File: config.mk
export PLATFORM = sky130hd
export DESIGN_NAME = blk_dma_channel
export DESIGN_NICKNAME = d
export VERILOG_FILES = /design/src/rtl/dma_chan_pkg.sv /design/src/rtl/dma_cmd_decode.sv /design/src/rtl/dma_len_calc.sv /design/src/rtl/dma_xfer_engine.sv /design/src/rtl/blk_dma_channel.sv
export SDC_FILE = /design/constraint.sdc
export NUM_CORES = 1
export LEC_CHECK = 0
export ABC_AREA = 1
export BUFFER_PORTS_ARGS = -buffer_cell sky130_fd_sc_hd__clkbuf_2
export CAP_MARGIN = 0
export CORE_MARGIN = 3
export CORE_UTILIZATION = 50
export DETAILED_ROUTE_END_ITERATION = 10
export PLACE_DENSITY = 0.8
export SYNTH_ARGS = -nofsm -noshare
export SYNTH_HDL_FRONTEND = slang
export SYNTH_SLANG_ARGS = --single-unit
File: constraint.sdc
create_clock -name clk -period 7.6 [get_ports clk]
set_clock_uncertainty 0.05 [all_clocks]
set_input_delay 0.38 -clock clk [delete_from_list [all_inputs] [get_ports clk]]
set_output_delay 0.38 -clock clk [all_outputs]
set_load 0.01 [all_outputs]
File: src/rtl/dma_chan_pkg.sv
// Shared constants and types for the block-transfer DMA channel.
// Assumes 32-bit registers and a 32-bit data path.
package dma_chan_pkg;

    localparam int          BUSY_BIT      = 24;
    localparam logic [31:0] CTRL_TO_DEV   = 32'h0100_0201;
    localparam logic [31:0] CTRL_FROM_DEV = 32'h0100_0200;

    localparam logic [1:0]  SEL_ADDR  = 2'd0;
    localparam logic [1:0]  SEL_BLOCK = 2'd1;
    localparam logic [1:0]  SEL_CTRL  = 2'd2;

    typedef enum logic [1:0] {
        OP_NONE     = 2'd0,
        OP_TO_DEV   = 2'd1,
        OP_FROM_DEV = 2'd2
    } dma_op_e;

    typedef enum logic [2:0] {
        ST_IDLE  = 3'd0,
        ST_MREAD = 3'd1,
        ST_TXOUT = 3'd2,
        ST_RXIN  = 3'd3,
        ST_MWRIT = 3'd4,
        ST_FIN   = 3'd5
    } eng_state_e;

endpackage

File: src/rtl/dma_cmd_decode.sv
// Maps the full control word to a transfer operation.
// Assumes that only an exact match of all 32 bits selects a direction.
module dma_cmd_decode
    import dma_chan_pkg::*;
(
    input  logic [31:0] ctrl,
    output dma_op_e     op
);

    // exact-pattern decode; anything else is OP_NONE
    always_comb begin
        if (ctrl == CTRL_TO_DEV)
            op = OP_TO_DEV;
        else if (ctrl == CTRL_FROM_DEV)
            op = OP_FROM_DEV;
        else
            op = OP_NONE;
    end

endmodule

File: src/rtl/dma_len_calc.sv
// Length and address arithmetic for one block transfer.
// Assumes the memory region spans byte addresses 0 .. 2^MEM_ADDR_W-1,
// and that move_words is only used when addr_ok is true.
module dma_len_calc #(
    parameter int MEM_ADDR_W = 21,
    parameter int CNT_W      = MEM_ADDR_W - 1
) (
    input  logic [31:0]      madr,
    input  logic [31:0]      bcr,
    output logic [31:0]      aligned,
    output logic             addr_ok,
    output logic             zero_len,
    output logic [CNT_W-1:0] move_words,
    output logic [31:0]      end_addr
);

    localparam logic [MEM_ADDR_W:0] REGION = {1'b1, {MEM_ADDR_W{1'b0}}};

    logic [31:0]         total;
    logic [MEM_ADDR_W:0] span;
    logic [CNT_W-1:0]    avail;

    // word-aligned base and region check
    always_comb begin
        aligned = {madr[31:2], 2'b00};
        addr_ok = (madr >> MEM_ADDR_W) == 32'd0;
    end

    // requested count, room left in region, and clipped count
    always_comb begin
        total      = 32'(bcr[31:16]) * 32'(bcr[15:0]);
        zero_len   = (total == 32'd0);
        span       = REGION - {1'b0, aligned[MEM_ADDR_W-1:0]};
        avail      = span[MEM_ADDR_W:2];
        move_words = (total < 32'(avail)) ? total[CNT_W-1:0] : avail;
    end

    // address written back: full requested length, regardless of clipping
    always_comb begin
        end_addr = aligned + (total << 2);
    end

endmodule

File: src/rtl/dma_xfer_engine.sv
// Word-by-word mover for one block transfer.
// Latches base and count at start. In memory-to-device mode it alternates
// a memory read and a stream send; in device-to-memory mode it alternates
// a stream receive and a memory write. It holds ST_FIN for one cycle.
// Assumes start is only raised while idle.
module dma_xfer_engine
    import dma_chan_pkg::*;
#(
    parameter int CNT_W = 20
) (
    input  logic             clk,
    input  logic             rst_n,
    input  logic             start,
    input  logic             go,
    input  logic             to_dev,
    input  logic [31:0]      base,
    input  logic [CNT_W-1:0] words,
    output logic             idle,
    output logic             done,
    output logic             mem_req,
    output logic             mem_we,
    output logic [31:0]      mem_addr,
    output logic [31:0]      mem_wdata,
    input  logic             mem_ready,
    input  logic [31:0]      mem_rdata,
    output logic             tx_valid,
    output logic [31:0]      tx_data,
    input  logic             tx_ready,
    input  logic             rx_valid,
    input  logic [31:0]      rx_data,
    output logic             rx_ready
);

    eng_state_e       st_q;
    logic [CNT_W-1:0] cnt_q;
    logic [CNT_W-1:0] words_q;
    logic [31:0]      base_q;
    logic [31:0]      data_q;
    logic             last;

    assign last = (CNT_W'(cnt_q + 1'b1) == words_q);

    // state, counter and data holding register
    always_ff @(posedge clk) begin
        if (!rst_n) begin
            st_q    <= ST_IDLE;
            cnt_q   <= '0;
            words_q <= '0;
            base_q  <= '0;
            data_q  <= '0;
        end else begin
            case (st_q)
                ST_IDLE: begin
                    if (start) begin
                        cnt_q   <= '0;
                        words_q <= words;
                        base_q  <= base;
                        if (!go)
                            st_q <= ST_FIN;
                        else if (to_dev)
                            st_q <= ST_MREAD;
                        else
                            st_q <= ST_RXIN;
                    end
                end
                ST_MREAD: begin
                    if (mem_ready) begin
                        data_q <= mem_rdata;
                        st_q   <= ST_TXOUT;
                    end
                end
                ST_TXOUT: begin
                    if (tx_ready) begin
                        cnt_q <= cnt_q + 1'b1;
                        st_q  <= last ? ST_FIN : ST_MREAD;
                    end
                end
                ST_RXIN: begin
                    if (rx_valid) begin
                        data_q <= rx_data;
                        st_q   <= ST_MWRIT;
                    end
                end
                ST_MWRIT: begin
                    if (mem_ready) begin
                        cnt_q <= cnt_q + 1'b1;
                        st_q  <= last ? ST_FIN : ST_RXIN;
                    end
                end
                default: st_q <= ST_IDLE;
            endcase
        end
    end

    // port drive from state
    always_comb begin
        idle      = (st_q == ST_IDLE);
        done      = (st_q == ST_FIN);
        mem_req   = (st_q == ST_MREAD) || (st_q == ST_MWRIT);
        mem_we    = (st_q == ST_MWRIT);
        mem_addr  = base_q + 32'({cnt_q, 2'b00});
        mem_wdata = data_q;
        tx_valid  = (st_q == ST_TXOUT);
        tx_data   = data_q;
        rx_ready  = (st_q == ST_RXIN);
    end

endmodule

File: src/rtl/blk_dma_channel.sv
// Block-transfer DMA channel top: register file, start logic and write-back.
// Registers can be written only while the busy flag (control bit 24) is
// clear. A start is taken when the engine is idle and the flag is set.
// Assumes a single master on the register port.
module blk_dma_channel
    import dma_chan_pkg::*;
#(
    parameter int MEM_ADDR_W = 21
) (
    input  logic        clk,
    input  logic        rst_n,
    input  logic        reg_we,
    input  logic [1:0]  reg_sel,
    input  logic [31:0] reg_wdata,
    output logic [31:0] reg_rdata,
    output logic        mem_req,
    output logic        mem_we,
    output logic [31:0] mem_addr,
    output logic [31:0] mem_wdata,
    input  logic        mem_ready,
    input  logic [31:0] mem_rdata,
    output logic        dev_tx_valid,
    output logic [31:0] dev_tx_data,
    input  logic        dev_tx_ready,
    input  logic        dev_rx_valid,
    input  logic [31:0] dev_rx_data,
    output logic        dev_rx_ready,
    output logic        irq
);

    localparam int CNT_W = MEM_ADDR_W - 1;

    logic [31:0]      madr_q;
    logic [31:0]      bcr_q;
    logic [31:0]      ctrl_q;
    dma_op_e          op;
    logic [31:0]      aligned;
    logic             addr_ok;
    logic             zero_len;
    logic [CNT_W-1:0] move_words;
    logic [31:0]      end_addr;
    logic             eng_idle;
    logic             eng_done;
    logic             start;
    logic             go;
    logic             busy;

    assign busy  = ctrl_q[BUSY_BIT];
    assign start = eng_idle && busy;
    assign go    = (op != OP_NONE) && addr_ok && !zero_len;

    dma_cmd_decode u_dec (
        .ctrl (ctrl_q),
        .op   (op)
    );

    dma_len_calc #(
        .MEM_ADDR_W (MEM_ADDR_W),
        .CNT_W      (CNT_W)
    ) u_len (
        .madr       (madr_q),
        .bcr        (bcr_q),
        .aligned    (aligned),
        .addr_ok    (addr_ok),
        .zero_len   (zero_len),
        .move_words (move_words),
        .end_addr   (end_addr)
    );

    dma_xfer_engine #(
        .CNT_W (CNT_W)
    ) u_eng (
        .clk       (clk),
        .rst_n     (rst_n),
        .start     (start),
        .go        (go),
        .to_dev    (op == OP_TO_DEV),
        .base      (aligned),
        .words     (move_words),
        .idle      (eng_idle),
        .done      (eng_done),
        .mem_req   (mem_req),
        .mem_we    (mem_we),
        .mem_addr  (mem_addr),
        .mem_wdata (mem_wdata),
        .mem_ready (mem_ready),
        .mem_rdata (mem_rdata),
        .tx_valid  (dev_tx_valid),
        .tx_data   (dev_tx_data),
        .tx_ready  (dev_tx_ready),
        .rx_valid  (dev_rx_valid),
        .rx_data   (dev_rx_data),
        .rx_ready  (dev_rx_ready)
    );

    // register writes while not busy; write-back and flag clear at completion
    always_ff @(posedge clk) begin
        if (!rst_n) begin
            madr_q <= '0;
            bcr_q  <= '0;
            ctrl_q <= '0;
        end else if (eng_done) begin
            ctrl_q[BUSY_BIT] <= 1'b0;
            if ((op != OP_NONE) && addr_ok)
                madr_q <= end_addr;
        end else if (reg_we && !busy) begin
            case (reg_sel)
                SEL_ADDR:  madr_q <= reg_wdata;
                SEL_BLOCK: bcr_q  <= reg_wdata;
                SEL_CTRL:  ctrl_q <= reg_wdata;
                default:   ;
            endcase
        end
    end

    // register read mux
    always_comb begin
        case (reg_sel)
            SEL_ADDR:  reg_rdata = madr_q;
            SEL_BLOCK: reg_rdata = bcr_q;
            SEL_CTRL:  reg_rdata = ctrl_q;
            default:   reg_rdata = 32'd0;
        endcase
    end

    assign irq = eng_done;

endmodule

# Word-level counts from Yosys, hierarchy flattened
# Cells that the tools add are included.
op_classes:
  addsub: 4
  mul: 1
  magnitude_cmp: 1
  n_eq_ne: 17
  mux: 25
  bitwise: 2
  n_reduce_logical: 25
ops:
  columns: ["operator", "count"]
  rows:
  - ["2-to-1 mux 32 bit", 6]
  - ["case mux 32 bit (3 select lines)", 1]
  - ["2-to-1 mux 20 bit", 4]
  - ["equality test 32 x 25 -> 1 bit, second input constant", 2]
  - ["logical NOT 32 bit", 2]
  - ["case mux 32 bit (2 select lines)", 1]
  - ["case mux 20 bit (3 select lines)", 1]
  - ["adder 32 x 22 -> 32 bit", 1]
  - ["adder 32 bit", 1]
  - ["less-than comparator 32 x 20 -> 1 bit", 1]
  - ["multiplier 16 x 16 -> 32 bit", 1]
  - ["2-to-1 mux 3 bit", 8]
  - ["subtractor 22 x 21 -> 22 bit, first input constant", 1]
  - ["adder 20 x 1 -> 20 bit, second input constant", 1]
  - ["equality test 20 bit", 1]
  - ["case mux 3 bit (5 select lines)", 1]
  - ["AND reduction 3 bit", 4]
  - ["!= test 2 x 1 -> 1 bit, second input constant", 4]
  - ["nonzero test 2 bit", 4]
  - ["equality test 3 x 2 -> 1 bit, second input constant", 2]
  - ["equality test 3 bit, second input constant", 2]
  - ["2-to-1 mux 2 bit", 3]
  - ["AND reduction 5 bit", 1]
  - ["equality test 2 x 1 -> 1 bit, second input constant", 2]
  - ["13 further kinds", 20]
totals:
  regBits: 201
  in_bits: 104
  output_inout_bits: 133

# Depth between registers and ports, before layout
logic_depth:
  depth_word: 9
  mapped_depth: 38

# Cells and area by module
# Synthesis repeated with hierarchy kept, for this count alone.
unflattened:
  cells_unflattened: 3626
  area_unflattened_um2: 23960.5
by_module_without_submodules:
  columns: ["mod", "n_inst", "cells_per_inst", "area_per_inst_um2", "seq_area_each_um2"]
  rows:
  - ["dma_len_calc", 1, 1884, 12532.0, 0.0]
  - ["dma_xfer_engine", 1, 1004, 6723.9, 2142.1]
  - ["blk_dma_channel", 1, 699, 4553.1, 1921.8]
  - ["dma_cmd_decode", 1, 39, 151.4, 0.0]

# Least setup slack after synthesis
# No wires, ideal clock.
synth_timing:
  path_type: "register -> register"
  start: "register bcr_q[30]"
  end: "register madr_q[28]"
  setup_ns: 0.070
  arrival_ns: 6.632
  setup_slack_ns: 0.848
  stages_incl_launch_ff: 31
  period_less_slack_ns: 6.752
  path_cell_list: "dfxtp_1 > clkbuf_1 > clkbuf_1 > nand2_1 > fa_1 > fa_1 > inv_1 > fa_1 > inv_1 > fa_1 > fa_1 > fa_1 > inv_1 > ha_1 > nand2_1 > nor2_1 > and2_1 > nand2_1 > nand2_1 > xor2_1 > ha_1 > a21oi_1 > inv_1 > a31oi_1 > o21ai_0 > a21o_1 > a21oi_1 > o21ai_0 > nand2_1 > nand3_1 > a21oi_1"
synth_via:
  elab_chain_cells: 4
synth_lines:
  columns: ["item", "line", "rtl"]
  rows:
  - ["start: declaration", "blk_dma_channel.sv:34", "logic [31:0] bcr_q;"]
  - ["start signal: assignment", "blk_dma_channel.sv:109", "SEL_BLOCK: bcr_q <= reg_wdata;"]
  - ["multiplier 16 x 16 -> 32 bit", "dma_len_calc.sv:31", "total = 32'(bcr[31:16]) * 32'(bcr[15:0]);"]
  - ["adder 32 bit", "dma_len_calc.sv:40", "end_addr = aligned + (total << 2);"]
  - ["2-to-1 mux 32 bit", "blk_dma_channel.sv:104", "if ((op != OP_NONE) && addr_ok)"]
  - ["2-to-1 mux 32 bit", "blk_dma_channel.sv:102", "end else if (eng_done) begin"]
  - ["end signal: assignment", "blk_dma_channel.sv:105", "madr_q <= end_addr;"]
  - ["end signal: assignment", "blk_dma_channel.sv:108", "SEL_ADDR: madr_q <= reg_wdata;"]
  - ["end: declaration", "blk_dma_channel.sv:33", "logic [31:0] madr_q;"]
# No other way between the ends. The select of a mux whose other input is x is not followed.
# A chain may end at the register's enable or synchronous reset.

# Worst setup path in the final report
layout_timing:
  start: "register bcr_q[14]"
  end: "register madr_q[31]"
# The elaborated chain is that of the path after synthesis.

==> impl_metrics.tcl <==
set metrics [dict create \
    outcome "completed" \
    grt_use_total_pct 30.7 \
    worstHoldPathType "in2reg" \
    dpl-instance-area_um2 24100 \
    finalPower_mw 3.87 \
    clk_pin_slew_ns 0.07 \
    synth-compound-area-share_pct 13.8 \
    start_util_pct 50.8 \
    drcViolationCount 0 \
    stdcell_area_um2 25100 \
    ir_drop_v 0.000163 \
    synth-edff-count 0 \
    syn_avg_cell_area_um2 6.76 \
    synthXorXnorAreaFrac_pct 2.60 \
    critPathCaptureType "register" \
    tns_ns 0 \
    drtPass1Iterations 6 \
    cts_buffer_depth 3 \
    place_ws_ns 0.111 \
    cpMostUsedCell "nand2_1" \
    dp_hpwl_um 60100 \
    whs_endpoint "u_eng.mem_wdata[5]$_SDFFE_PN0P_" \
    place.port_buffers 234 \
    vias 22723 \
    synth_mux_area_share_pct 0 \
    fin_crit_ns 7.25 \
    wire_per_inst_um 18.3 \
    io_pins 237 \
    slew_violations 0 \
    die_h_um 219 \
    fin_crit_sh_pct 95.4 \
    antenna_found_initial 2 \
    synthSimpleGateAreaFrac_pct 24.6 \
    ys_seq_elements 201 \
    reg2reg_from "bcr_q[14]$_SDFFE_PN0P_" \
    synth_top_family_by_area "adder cells" \
    synthArstFlopShare_pct 0 \
    core-area_um2 44400 \
    critical_path_class "reg2reg" \
    hold_depth 3 \
    hold_buffers 0 \
    drt_wl_total_um 74800 \
    yosysSeqAreaShare_pct 17.8 \
    crit_slowest_cell "fa_1" \
    synth_fa_ha_area_share_pct 27.2 \
    yosysMostFrequentCell "nand2_1" \
    reg2regPathDepth 28 \
    fp.dieW_um 219 \
    crit_fanout 11 \
    nets 3954 \
    synth_area_leaders "dfxtp_1, fa_1, nand2_1, inv_1, ha_1" \
    synth_top_cell_area_share_pct 17.8 \
    rrSetupSlack_ns 0.35 \
    area_growth_pct 11.0 \
    rsz0062_at_grt "no" \
    synth_area_um2 22600 \
    leakage_nw 12.4 \
    ys.flop_type "dfxtp_1" \
    syn_inst 3339 \
    power.density_nw_per_um2 154 \
    synth_top_cell_by_area "dfxtp_1" \
    worst_setup_path_start_kind "register" \
    setup_viol 0 \
    hold_viol_final 0 \
    cts_sinks 201 \
    tritoncts "done" \
    grt_first_pass_wirelength_um 116000 \
    ys.warnings.count 0 \
    slowest_delay_ns 0.63 \
    cts_resized 0 \
    post-cts-setup-buffers 0 \
    clk_latency_ns 0.57 \
    critPathRequiredTime_ns 8.03 \
    initialDrtViolationCount 2349 \
    grt_pass1_vias 21122 \
    rows 77 \
    yosysUniqueCellTypes 48 \
    grt_max_degree 104 \
    worst_pin_slew_ns 1.33 \
    min_from "mem_rdata[5]" \
    h-tree-depth 1 \
    cts_buffers 24 \
    layout-drive-gt1-share_pct 11.4 \
    cap_viol_max_count 0 \
    cp-startpoint "bcr_q[14]$_SDFFE_PN0P_" \
    synth_common_cells "nand2_1, inv_1, a21oi_1" \
    path_buf_inv 4 \
    cp_top_family "adder cells" \
    rr_endpoint "madr_q[31]$_SDFFE_PN0P_" \
    relSlewSlack_pct 10.6 \
    worstPathArrival_ns 7.69 \
    whs_ns 0.0402 \
    finalWeightedCongestion 0.980 \
    setup_ws_ns 0.347 \
    vias_per_cell 5.56 \
    postRouteAntennaNets 0 \
    clock.fmax_mhz 138 \
    die_area_um2 47800 \
    grt_overflow_total 0 \
    root_buffer "clkbuf_16" \
]
registers in the layout, indices dropped and copies added (netlist names):
signal           flops
bcr_q               32
ctrl_q              32
madr_q              32
u_eng.mem_wdata     32
u_eng.base_q        30
u_eng.cnt_q         20
u_eng.words_q       20
u_eng.st_q           3
worst max path at each step:
stage / endpoint / slack, ns / cells past startpoint
floorplan: madr_q[28]$_SDFFE_PN0P_ / 0.85 / 30
global placement: madr_q[27]$_SDFFE_PN0P_ / 0.24 / 28
detailed placement: madr_q[25]$_SDFFE_PN0P_ / 0.11 / 27
CTS: madr_q[25]$_SDFFE_PN0P_ / 0.07 / 27
global route: madr_q[28]$_SDFFE_PN0P_ / 0.0009 / 27
finish: madr_q[31]$_SDFFE_PN0P_ / 0.35 / 28
power by group:
part           switching [mW]  total, mW  internal, mW
registers               0.131       1.29          1.16
logic                   0.846       1.28         0.434
clock network           0.514       1.30         0.783
total                    1.49       3.87          2.38
routing by layer:
metal	global-route usage [%]	wire [um]
met5	0	29
met4	12.4	3720
met3	7.88	9410
met2	46.4	31400
met1	42.1	30200
per-stage QoR:
| step | utilization (%) | instances |
|---|---|---|
| finish | 56.4 | 4088 |
| global route | 56.4 | 4088 |
| CTS | 56.3 | 4087 |
| detailed placement | 54.4 | 4043 |
| global placement | 54.4 | 4043 |
| floorplan | - | 3340 |
worst register-to-register path, delay by kind of cell (launching register included):
family,cells,cell delay [ns]
xor+xnor,1,0.17
fa+ha+maj,8,3.79
compound gates,5,0.72
buf+inv,4,0.52
simple gates,10,1.30
flops,1,0.61
cells by family after synthesis:
| group | Yosys count |
|---|---|
| buffers and inverters | 800 |
| adders and majority gates | 373 |
| AOI/OAI and AO/OA | 555 |
| DFF | 201 |
| xor gates and xnor gates | 67 |
| other | 1 |
| and+or+nand+nor | 1342 |
layout by cell type, fill, tap and decap left out, types with 6 or more instances in the layout:
master / n
xnor2_1: 21
nand3_1: 160
o211ai_1: 9
dfxtp_1: 182
a221oi_1: 7
or2_2: 8
clkbuf_16: 24
nand3b_1: 16
inv_1: 604
a21oi_1: 248
fa_1: 196
xor2_1: 45
ha_1: 177
nand4_1: 33
o221ai_1: 36
o21bai_1: 13
nand2_1: 919
inv_2: 7
dfxtp_2: 19
o21ai_0: 170
nor2_2: 8
nand2_2: 6
buf_4: 63
nor4_1: 8
a31oi_1: 42
clkbuf_2: 233
nor2_1: 146
nor3_1: 23
final cells by class:
type / count / area, um2
Fill cell: 4206 / 19400
Multi-Input combinational cell: 2339 / 15400
Sequential cell: 201 / 4050
Inverter: 615 / 2310
Timing Repair Buffer: 296 / 1640
Tap cell: 592 / 741
Clock buffer: 28 / 646
Clock inverter: 16 / 235
Antenna cell: 1 / 2.50
(Power assumes the default switching activity.)
